===== config.mk =====
export PLATFORM = sky130hd
export DESIGN_NAME = nvm_cmd_unit
export DESIGN_NICKNAME = d
export VERILOG_FILES = /design/src/rtl/nvmc_pkg.sv /design/src/rtl/nvm_unlock_tracker.sv /design/src/rtl/nvm_ctrl_status.sv /design/src/rtl/nvm_target_regs.sv /design/src/rtl/nvm_cmd_unit.sv
export SDC_FILE = /design/constraint.sdc
export NUM_CORES = 1
export LEC_CHECK = 0
export BUFFER_PORTS_ARGS = -buffer_cell sky130_fd_sc_hd__buf_2
export CORE_MARGIN = 2
export CORE_UTILIZATION = 52
export DETAILED_ROUTE_END_ITERATION = 8
export GPL_TIMING_DRIVEN = 1
export PLACE_DENSITY = 0.8
export SLEW_MARGIN = 20
export SYNTH_ARGS = -nofsm -noshare
export SYNTH_HDL_FRONTEND = slang
export SYNTH_SLANG_ARGS = --single-unit

===== constraint.sdc =====
create_clock -name clk -period 2.2 [get_ports clk]
set_input_delay 0.11 -clock clk [delete_from_list [all_inputs] [get_ports clk]]
set_output_delay 0.11 -clock clk [all_outputs]
set_load 0.02 [all_outputs]

===== src/rtl/nvmc_pkg.sv =====
package nvmc_pkg;

    localparam logic [7:0] OFS_CTRL = 8'h00;
    localparam logic [7:0] OFS_CLR  = 8'h04;
    localparam logic [7:0] OFS_SET  = 8'h08;
    localparam logic [7:0] OFS_INV  = 8'h0C;
    localparam logic [7:0] OFS_KEY  = 8'h10;
    localparam logic [7:0] OFS_TGT  = 8'h20;
    localparam logic [7:0] OFS_DAT  = 8'h30;
    localparam logic [7:0] OFS_SRC  = 8'h40;

    localparam logic [31:0] KEY_FIRST  = 32'hAA99_6655;
    localparam logic [31:0] KEY_SECOND = 32'h5566_99AA;
    localparam logic [31:0] PHYS_MASK  = 32'h1FFF_FFFF;

    localparam int BIT_START = 15;
    localparam int BIT_WREN  = 14;
    localparam int BIT_ERR   = 13;
    localparam int BIT_LVERR = 12;
    localparam int BIT_LVST  = 11;

    localparam logic [3:0] OP_NOP  = 4'h0;
    localparam logic [3:0] OP_WORD = 4'h1;
    localparam logic [3:0] OP_ROW  = 4'h3;
    localparam logic [3:0] OP_PAGE = 4'h4;
    localparam logic [3:0] OP_ALL  = 4'h5;

    typedef enum logic [1:0] {
        UNL_IDLE  = 2'd0,
        UNL_HALF  = 2'd1,
        UNL_ARMED = 2'd2
    } unlock_e;

    typedef struct packed {
        logic       busy;
        logic       wren;
        logic       err;
        logic       lverr;
        logic [3:0] op;
    } ctrl_s;

    function automatic logic [31:0] align_target(
        input logic [3:0]  op,
        input logic [31:0] a,
        input logic [31:0] row_b,
        input logic [31:0] page_b
    );
        logic [31:0] r;
        case (op)
            OP_WORD: r = a & ~32'd3;
            OP_ROW:  r = a & ~(row_b - 32'd1);
            OP_PAGE: r = a & ~(page_b - 32'd1);
            default: r = a;
        endcase
        return r;
    endfunction

endpackage


===== src/rtl/nvm_unlock_tracker.sv =====
module nvm_unlock_tracker
    import nvmc_pkg::*;
(
    input  logic        clk,
    input  logic        rst,
    input  logic        any_wr,
    input  logic        key_wr,
    input  logic [31:0] wdata,
    output logic        armed
);
    unlock_e state_q, state_d;

    always_comb begin
        state_d = state_q;
        if (any_wr) begin
            if (key_wr && wdata == KEY_FIRST)
                state_d = UNL_HALF;
            else if (state_q == UNL_HALF && key_wr && wdata == KEY_SECOND)
                state_d = UNL_ARMED;
            else
                state_d = UNL_IDLE;
        end
    end

    always_ff @(posedge clk) begin
        if (rst) state_q <= UNL_IDLE;
        else     state_q <= state_d;
    end

    assign armed = (state_q == UNL_ARMED);

    assert_arm_by_key_R5: assert property (@(posedge clk) disable iff (rst)
        $rose(armed) |-> $past(key_wr && wdata == KEY_SECOND));

    assert_write_disarms_R6: assert property (@(posedge clk) disable iff (rst)
        (armed && any_wr) |=> !armed);

endmodule


===== src/rtl/nvm_ctrl_status.sv =====
module nvm_ctrl_status
    import nvmc_pkg::*;
(
    input  logic        clk,
    input  logic        rst,
    input  logic        wr_base,
    input  logic        wr_clr,
    input  logic        wr_set,
    input  logic        wr_inv,
    input  logic [15:0] wdata,
    input  logic        armed,
    input  logic        be_done,
    input  logic        be_err,
    input  logic        be_lverr,
    input  logic        lv_low,
    output ctrl_s       ctl,
    output logic [31:0] ctrl_word
);
    logic [15:0] cur, nxt;
    logic        ctrl_wr, accept;

    always_comb begin
        cur = {ctl.busy, ctl.wren, ctl.err, ctl.lverr, 8'h00, ctl.op};
        nxt = cur;
        if (wr_base)     nxt = wdata;
        else if (wr_clr) nxt = cur & ~wdata;
        else if (wr_set) nxt = cur | wdata;
        else if (wr_inv) nxt = cur ^ wdata;
        ctrl_wr = wr_base | wr_clr | wr_set | wr_inv;
        accept  = ctrl_wr && nxt[BIT_START] && !ctl.busy && ctl.wren && armed;
    end

    always_ff @(posedge clk) begin
        if (rst) begin
            ctl <= '0;
        end else begin
            if (ctrl_wr) begin
                ctl.wren  <= nxt[BIT_WREN];
                ctl.err   <= nxt[BIT_ERR];
                ctl.lverr <= nxt[BIT_LVERR];
                if (!ctl.busy) ctl.op <= nxt[3:0];
            end
            if (accept) begin
                ctl.busy  <= 1'b1;
                ctl.err   <= 1'b0;
                ctl.lverr <= 1'b0;
            end else if (ctl.busy && be_done) begin
                ctl.busy  <= 1'b0;
                ctl.err   <= be_err;
                ctl.lverr <= be_lverr;
            end
        end
    end

    always_comb begin
        ctrl_word = '0;
        ctrl_word[BIT_START] = ctl.busy;
        ctrl_word[BIT_WREN]  = ctl.wren;
        ctrl_word[BIT_ERR]   = ctl.err;
        ctrl_word[BIT_LVERR] = ctl.lverr;
        ctrl_word[BIT_LVST]  = lv_low;
        ctrl_word[3:0]       = ctl.op;
    end

    assert_start_guarded_R5: assert property (@(posedge clk) disable iff (rst)
        $rose(ctl.busy) |-> $past(armed && ctl.wren));

    assert_errs_clear_R8: assert property (@(posedge clk) disable iff (rst)
        $rose(ctl.busy) |-> (!ctl.err && !ctl.lverr));

    assert_done_ends_R8: assert property (@(posedge clk) disable iff (rst)
        (ctl.busy && be_done) |=> (!ctl.busy && ctl.err == $past(be_err)));

    assert_busy_holds_R11: assert property (@(posedge clk) disable iff (rst)
        (ctl.busy && !be_done) |=> ctl.busy);

    assert_op_frozen_R7: assert property (@(posedge clk) disable iff (rst)
        ctl.busy |=> $stable(ctl.op));

endmodule


===== src/rtl/nvm_target_regs.sv =====
module nvm_target_regs
    import nvmc_pkg::*;
#(
    parameter int unsigned ROW_B  = 512,
    parameter int unsigned PAGE_B = 4096
) (
    input  logic        clk,
    input  logic        rst,
    input  logic        busy,
    input  logic        wr_tgt,
    input  logic        wr_dat,
    input  logic        wr_src,
    input  logic [31:0] wdata,
    input  logic [3:0]  op,
    output logic [31:0] tgt_q,
    output logic [31:0] dat_q,
    output logic [31:0] src_q,
    output logic [31:0] tgt_aligned
);
    localparam logic [31:0] ROW_W  = 32'(ROW_B);
    localparam logic [31:0] PAGE_W = 32'(PAGE_B);

    always_ff @(posedge clk) begin
        if (rst) begin
            tgt_q <= '0;
            dat_q <= '0;
            src_q <= '0;
        end else if (!busy) begin
            if (wr_tgt) tgt_q <= wdata & PHYS_MASK;
            if (wr_dat) dat_q <= wdata;
            if (wr_src) src_q <= wdata;
        end
    end

    assign tgt_aligned = align_target(op, tgt_q, ROW_W, PAGE_W);

    assert_tgt_frozen_R7: assert property (@(posedge clk) disable iff (rst)
        busy |=> $stable(tgt_q));
    assert_dat_frozen_R7: assert property (@(posedge clk) disable iff (rst)
        busy |=> $stable(dat_q));
    assert_src_frozen_R7: assert property (@(posedge clk) disable iff (rst)
        busy |=> $stable(src_q));

endmodule


===== src/rtl/nvm_cmd_unit.sv =====
module nvm_cmd_unit
    import nvmc_pkg::*;
#(
    parameter bit SMALL_PART = 1'b0
) (
    input  logic        clk,
    input  logic        rst,
    input  logic [7:0]  bus_addr,
    input  logic [31:0] bus_wdata,
    input  logic        bus_wr,
    input  logic        bus_rd,
    output logic [31:0] bus_rdata,
    output logic        be_req,
    output logic [3:0]  be_op,
    output logic [31:0] be_addr,
    output logic [31:0] be_data,
    output logic [31:0] be_src,
    input  logic        be_done,
    input  logic        be_err,
    input  logic        be_lverr,
    input  logic        lv_low
);
    localparam int unsigned ROW_BYTES  = SMALL_PART ? 128  : 512;
    localparam int unsigned PAGE_BYTES = SMALL_PART ? 1024 : 4096;

    logic        wr_base, wr_clr, wr_set, wr_inv, wr_key, wr_tgt, wr_dat, wr_src;
    logic        armed;
    ctrl_s       ctl;
    logic [31:0] ctrl_word, tgt_q, dat_q, src_q, tgt_aligned;

    always_comb begin
        wr_base = bus_wr && bus_addr == OFS_CTRL;
        wr_clr  = bus_wr && bus_addr == OFS_CLR;
        wr_set  = bus_wr && bus_addr == OFS_SET;
        wr_inv  = bus_wr && bus_addr == OFS_INV;
        wr_key  = bus_wr && bus_addr == OFS_KEY;
        wr_tgt  = bus_wr && bus_addr == OFS_TGT;
        wr_dat  = bus_wr && bus_addr == OFS_DAT;
        wr_src  = bus_wr && bus_addr == OFS_SRC;
    end

    nvm_unlock_tracker i_unlock (
        .clk    (clk),
        .rst    (rst),
        .any_wr (bus_wr),
        .key_wr (wr_key),
        .wdata  (bus_wdata),
        .armed  (armed)
    );

    nvm_ctrl_status i_ctrl (
        .clk       (clk),
        .rst       (rst),
        .wr_base   (wr_base),
        .wr_clr    (wr_clr),
        .wr_set    (wr_set),
        .wr_inv    (wr_inv),
        .wdata     (bus_wdata[15:0]),
        .armed     (armed),
        .be_done   (be_done),
        .be_err    (be_err),
        .be_lverr  (be_lverr),
        .lv_low    (lv_low),
        .ctl       (ctl),
        .ctrl_word (ctrl_word)
    );

    nvm_target_regs #(
        .ROW_B  (ROW_BYTES),
        .PAGE_B (PAGE_BYTES)
    ) i_tregs (
        .clk         (clk),
        .rst         (rst),
        .busy        (ctl.busy),
        .wr_tgt      (wr_tgt),
        .wr_dat      (wr_dat),
        .wr_src      (wr_src),
        .wdata       (bus_wdata),
        .op          (ctl.op),
        .tgt_q       (tgt_q),
        .dat_q       (dat_q),
        .src_q       (src_q),
        .tgt_aligned (tgt_aligned)
    );

    always_ff @(posedge clk) begin
        if (rst) begin
            bus_rdata <= '0;
        end else if (bus_rd) begin
            case (bus_addr)
                OFS_CTRL, OFS_CLR, OFS_SET, OFS_INV: bus_rdata <= ctrl_word;
                OFS_TGT: bus_rdata <= tgt_q;
                OFS_DAT: bus_rdata <= dat_q;
                OFS_SRC: bus_rdata <= src_q;
                default: bus_rdata <= '0;
            endcase
        end
    end

    assign be_req  = ctl.busy;
    assign be_op   = ctl.op;
    assign be_addr = tgt_aligned;
    assign be_data = dat_q;
    assign be_src  = src_q;

endmodule


==> summary.txt <==
Clock network
  – Insertion delay to the later sink of the worst-skew pair: 420 ps
  – CTS root buffer: clkbuf_16
  – PostCTS Resize Cnt: 0
  – # H-tree levels: 4
  – CTS Buf Count: 17
  – CTS tree: yes
  – Max clock buf depth: 2
  – Register clock-pin slew on the reported worst setup and hold paths: 60 ps
  – # clock sinks: 135
  – Postcts setup bufs: 0
  – Post-CTS Hold Buffers: 11

STA
  – RSZ-0062 raised after global routing: false
  – Tmin final: 1880 ps
  – Finish-stage setup viols: 0
  – Fin crit share: 0.855
  – Final hold vios: 0
  – Slew headroom: 0.636
  – Worst Clk Skew: 9.92 ps
  – Tightest Pin Transition: 546 ps
  – Max Slew Vio Count: 0
  – Setup WS post-layout: 320 ps
  – Setup tns final: 0 ps
  – F_max: 532 MHz

Logic synthesis
  – Register bit count reported by yosys: 135
  – Synth area leaders: dfxtp_1, mux2i_1, nor2_1
  – Syn Std Cell Area: 6420 µm²
  – Seq/Total Area, Yosys: 0.421
  – EDFF count, synth: 0
  – Ys async rst share: 0
  – Cell count after synthesis: 667
  – Yosys warns: 0
  – Area leader, netlist: dfxtp_1
  – Syn Area/Cell: 9.62 µm²
  – Cell variety after synth: 48
  – Top FF cell, synth: dfxtp_1
  – Yosys top cell area share: 0.421

Final layout
  – Layout net count: 895
  – Share of cells above drive strength 1: 0.289
  – Synthesis-to-finish area growth: 24.0%
  – FILL cells: 956
  – Ant. Diodes: 0

Critical path
  – CP endpoint kind: primary output
  – Crit Path Class: reg -> out
  – WP data arrival: 1770 ps
  – Slowest library cell on the worst path: dfxtp_1
  – CP startpoint kind: flip-flop
  – Critical path cell sequence: inv_1, nand3_1, a21oi_1, buf_4, nor2b_1, buf_2
  – CP delay by family, top: buffers and inverters
  – Critical path depth in cells: 6
  – Critical path required time: 2090 ps
  – Worst path max stage delay: 430 ps
  – Worst-path fanout max: 7
  – R2r setup slk: 360 ps
  – Reg2reg path depth: 5
  – Buf/Inv on CP: 3

Route
  – Met3 wire len: 1330 µm
  – Metal1 wirelength: 8100 µm
  – Detailed Route WL: 18900 µm
  – Drt first pass iters: 5
  – Routed len/inst: 19.1 µm
  – 1st-iter DRT viols: 474
  – Via-per-instance ratio: 5.83
  – Routed wl met2: 8910 µm
  – # DRC: 0
  – Vias post-DR: 5764
  – Remaining antenna violation count: 0
  – Max Used Layer: met4

Floorplan
  – FP Rows: 40
  – Die W: 115 µm
  – I/O pin count: 181
  – Core area: 12000 µm²
  – Chip height: 115 µm
  – Die area: 13200 µm²
  – Initial Util: 0.534

Power
  – Sw Share: 0.221
  – Leakage: 3.99 nW
  – Logic pwr share: 0.061
  – Clock power share: 0.490
  – Sequential power share: 0.449
  – Int Power: 0.00425 W
  – Peak VDD IR: 555 µV
  – Pwr dens: 686 nW/µm²
  – Switching pwr: 0.00120 W

Global route
  – Largest net degree at the start of global routing: 54
  – GRT overflow: 0
  – Total GRT Usage: 0.285
  – First-pass GRT wire length: 29300 µm
  – Initial antenna violation count: 0
  – Vias in the first global route: 5653

Run
  – Maxcap violations: 0

Placed design
  – Dpl ws: 283 ps
  – Port Buffers: 177
  – DP Wirelength: 13100 µm
  – GP Congestion: 0.927

Run status
  – Status: finished, final reports clean

Hold path
  – Worst min path class: in -> reg
  – Worst hold path depth: 3
layer usage:
metal | global-route usage | vias to the layer above
li1 | - | 2681
met1 | 0.363 | 2748
met2 | 0.463 | 291
met3 | 0.0701 | 44
met4 | 0.122 | 0
met5 | 0 | -
power groups by stage:
stage	sequential (W)	clock, W	combinational, W
after detailed placement	0.00250	0	0.000308
after global routing	0.00245	0.00279	0.000357
final	0.00245	0.00267	0.000333
after CTS	0.00245	0.00271	0.000325
after global placement	0.00250	0	0.000299
after floorplan	0.00250	0	0.000160
through the flow:
stage / total power (W) / hold slack, ps / instance area [µm²] / cells / utilization
global placement: 0.00280 / 404 / 7300 / 948 / 0.608
detailed placement: 0.00281 / 408 / 7300 / 948 / 0.608
floorplan: 0.00266 / 254 / 6430 / 669 / -
CTS: 0.00548 / 1.70 / 7960 / 989 / 0.663
global route: 0.00560 / 27.1 / 7960 / 989 / 0.663
finish: 0.00546 / 14.0 / 7960 / 989 / 0.663
sequential cells by signal, summed over array words and instances (netlist names):
register          cells
i_unlock.state_q      2
i_tregs.tgt_q        29
i_ctrl.ctl            8
i_tregs.src_q        32
bus_rdata            32
i_tregs.dat_q        32
cells by family (layout without fill, tap and decap cells):
kind of cell             count (synthesis)  in the layout  synth area share
AND/OR/NAND/NOR                        201            201             0.157
adder cells (fa/ha/maj)                 16             16            0.0312
multiplexers                           130            130             0.206
buffers and inverters                   81            254            0.0669
flip-flops                             135            135             0.421
other                                    1              3          0.000584
AO/OA/AOI/OAI                          103            103             0.117
cell usage after synthesis (2+ instances only):
cell	n
buf_4	24
ha_1	16
buf_2	16
o21ai_0	25
nor4bb_1	9
o22ai_1	12
buf_6	2
mux2i_1	120
a22oi_1	13
nor4_1	2
nor3b_1	2
nand2b_1	9
mux2_2	9
nand4_1	10
nor2b_1	17
nor2_1	103
dfxtp_1	135
nand2_1	27
clkbuf_1	22
a22o_1	35
nand3_1	7
and4b_1	3
inv_1	17
o211ai_1	3
a21oi_1	6
worst paths after layout:
kind,to,start
setup / recovery,be_addr[2],i_ctrl.ctl[0]
hold reg to reg,bus_rdata[18],bus_rdata[18]
setup reg to reg,i_ctrl.ctl[4],i_ctrl.ctl[4]
hold / removal,i_tregs.dat_q[11],bus_wdata[11]
area by class of cell:
cell class                      count  area [µm²]  share of cell area
Inverter                           17        63.8             0.00802
Timing Repair Buffer              207        1150               0.145
Multi-Input combinational cell    453        3300               0.415
Clock buffer                       27         513              0.0644
Clock inverter                      3        40.0             0.00503
Tap cell                          147         184              0.0231
Sequential cell                   135        2700               0.339
cells in the final DEF (no fill, tap or decap), types with 2 or more instances in the layout:
cell | synthesis | layout
nand2b_1 | 9 | 9
nor4_1 | 2 | 2
buf_2 | 16 | 176
nor2_1 | 103 | 102
a22o_1 | 35 | 35
nor4bb_1 | 9 | 9
nand4_1 | 10 | 10
mux2_2 | 9 | 9
mux2i_1 | 120 | 120
dlygate4sd3_1 | 0 | 11
o21ai_0 | 25 | 25
clkinv_2 | 0 | 2
buf_4 | 24 | 19
nand3_1 | 7 | 7
and4b_1 | 3 | 3
clkbuf_8 | 0 | 5
clkbuf_16 | 0 | 17
conb_1 | 1 | 3
ha_1 | 16 | 16
a22oi_1 | 13 | 13
nor2b_1 | 17 | 17
inv_1 | 17 | 17
nand2_1 | 27 | 27
a21oi_1 | 6 | 6
o211ai_1 | 3 | 3
nor3b_1 | 2 | 2
o22ai_1 | 12 | 12
dfxtp_1 | 135 | 135
clkbuf_1 | 22 | 5
worst min-delay path, cell delays in order:
cell and delay, ps:
buf_2 130, mux2i_1 80, nor2_1 70
No activity file was read; power rests on OpenSTA's default activity.
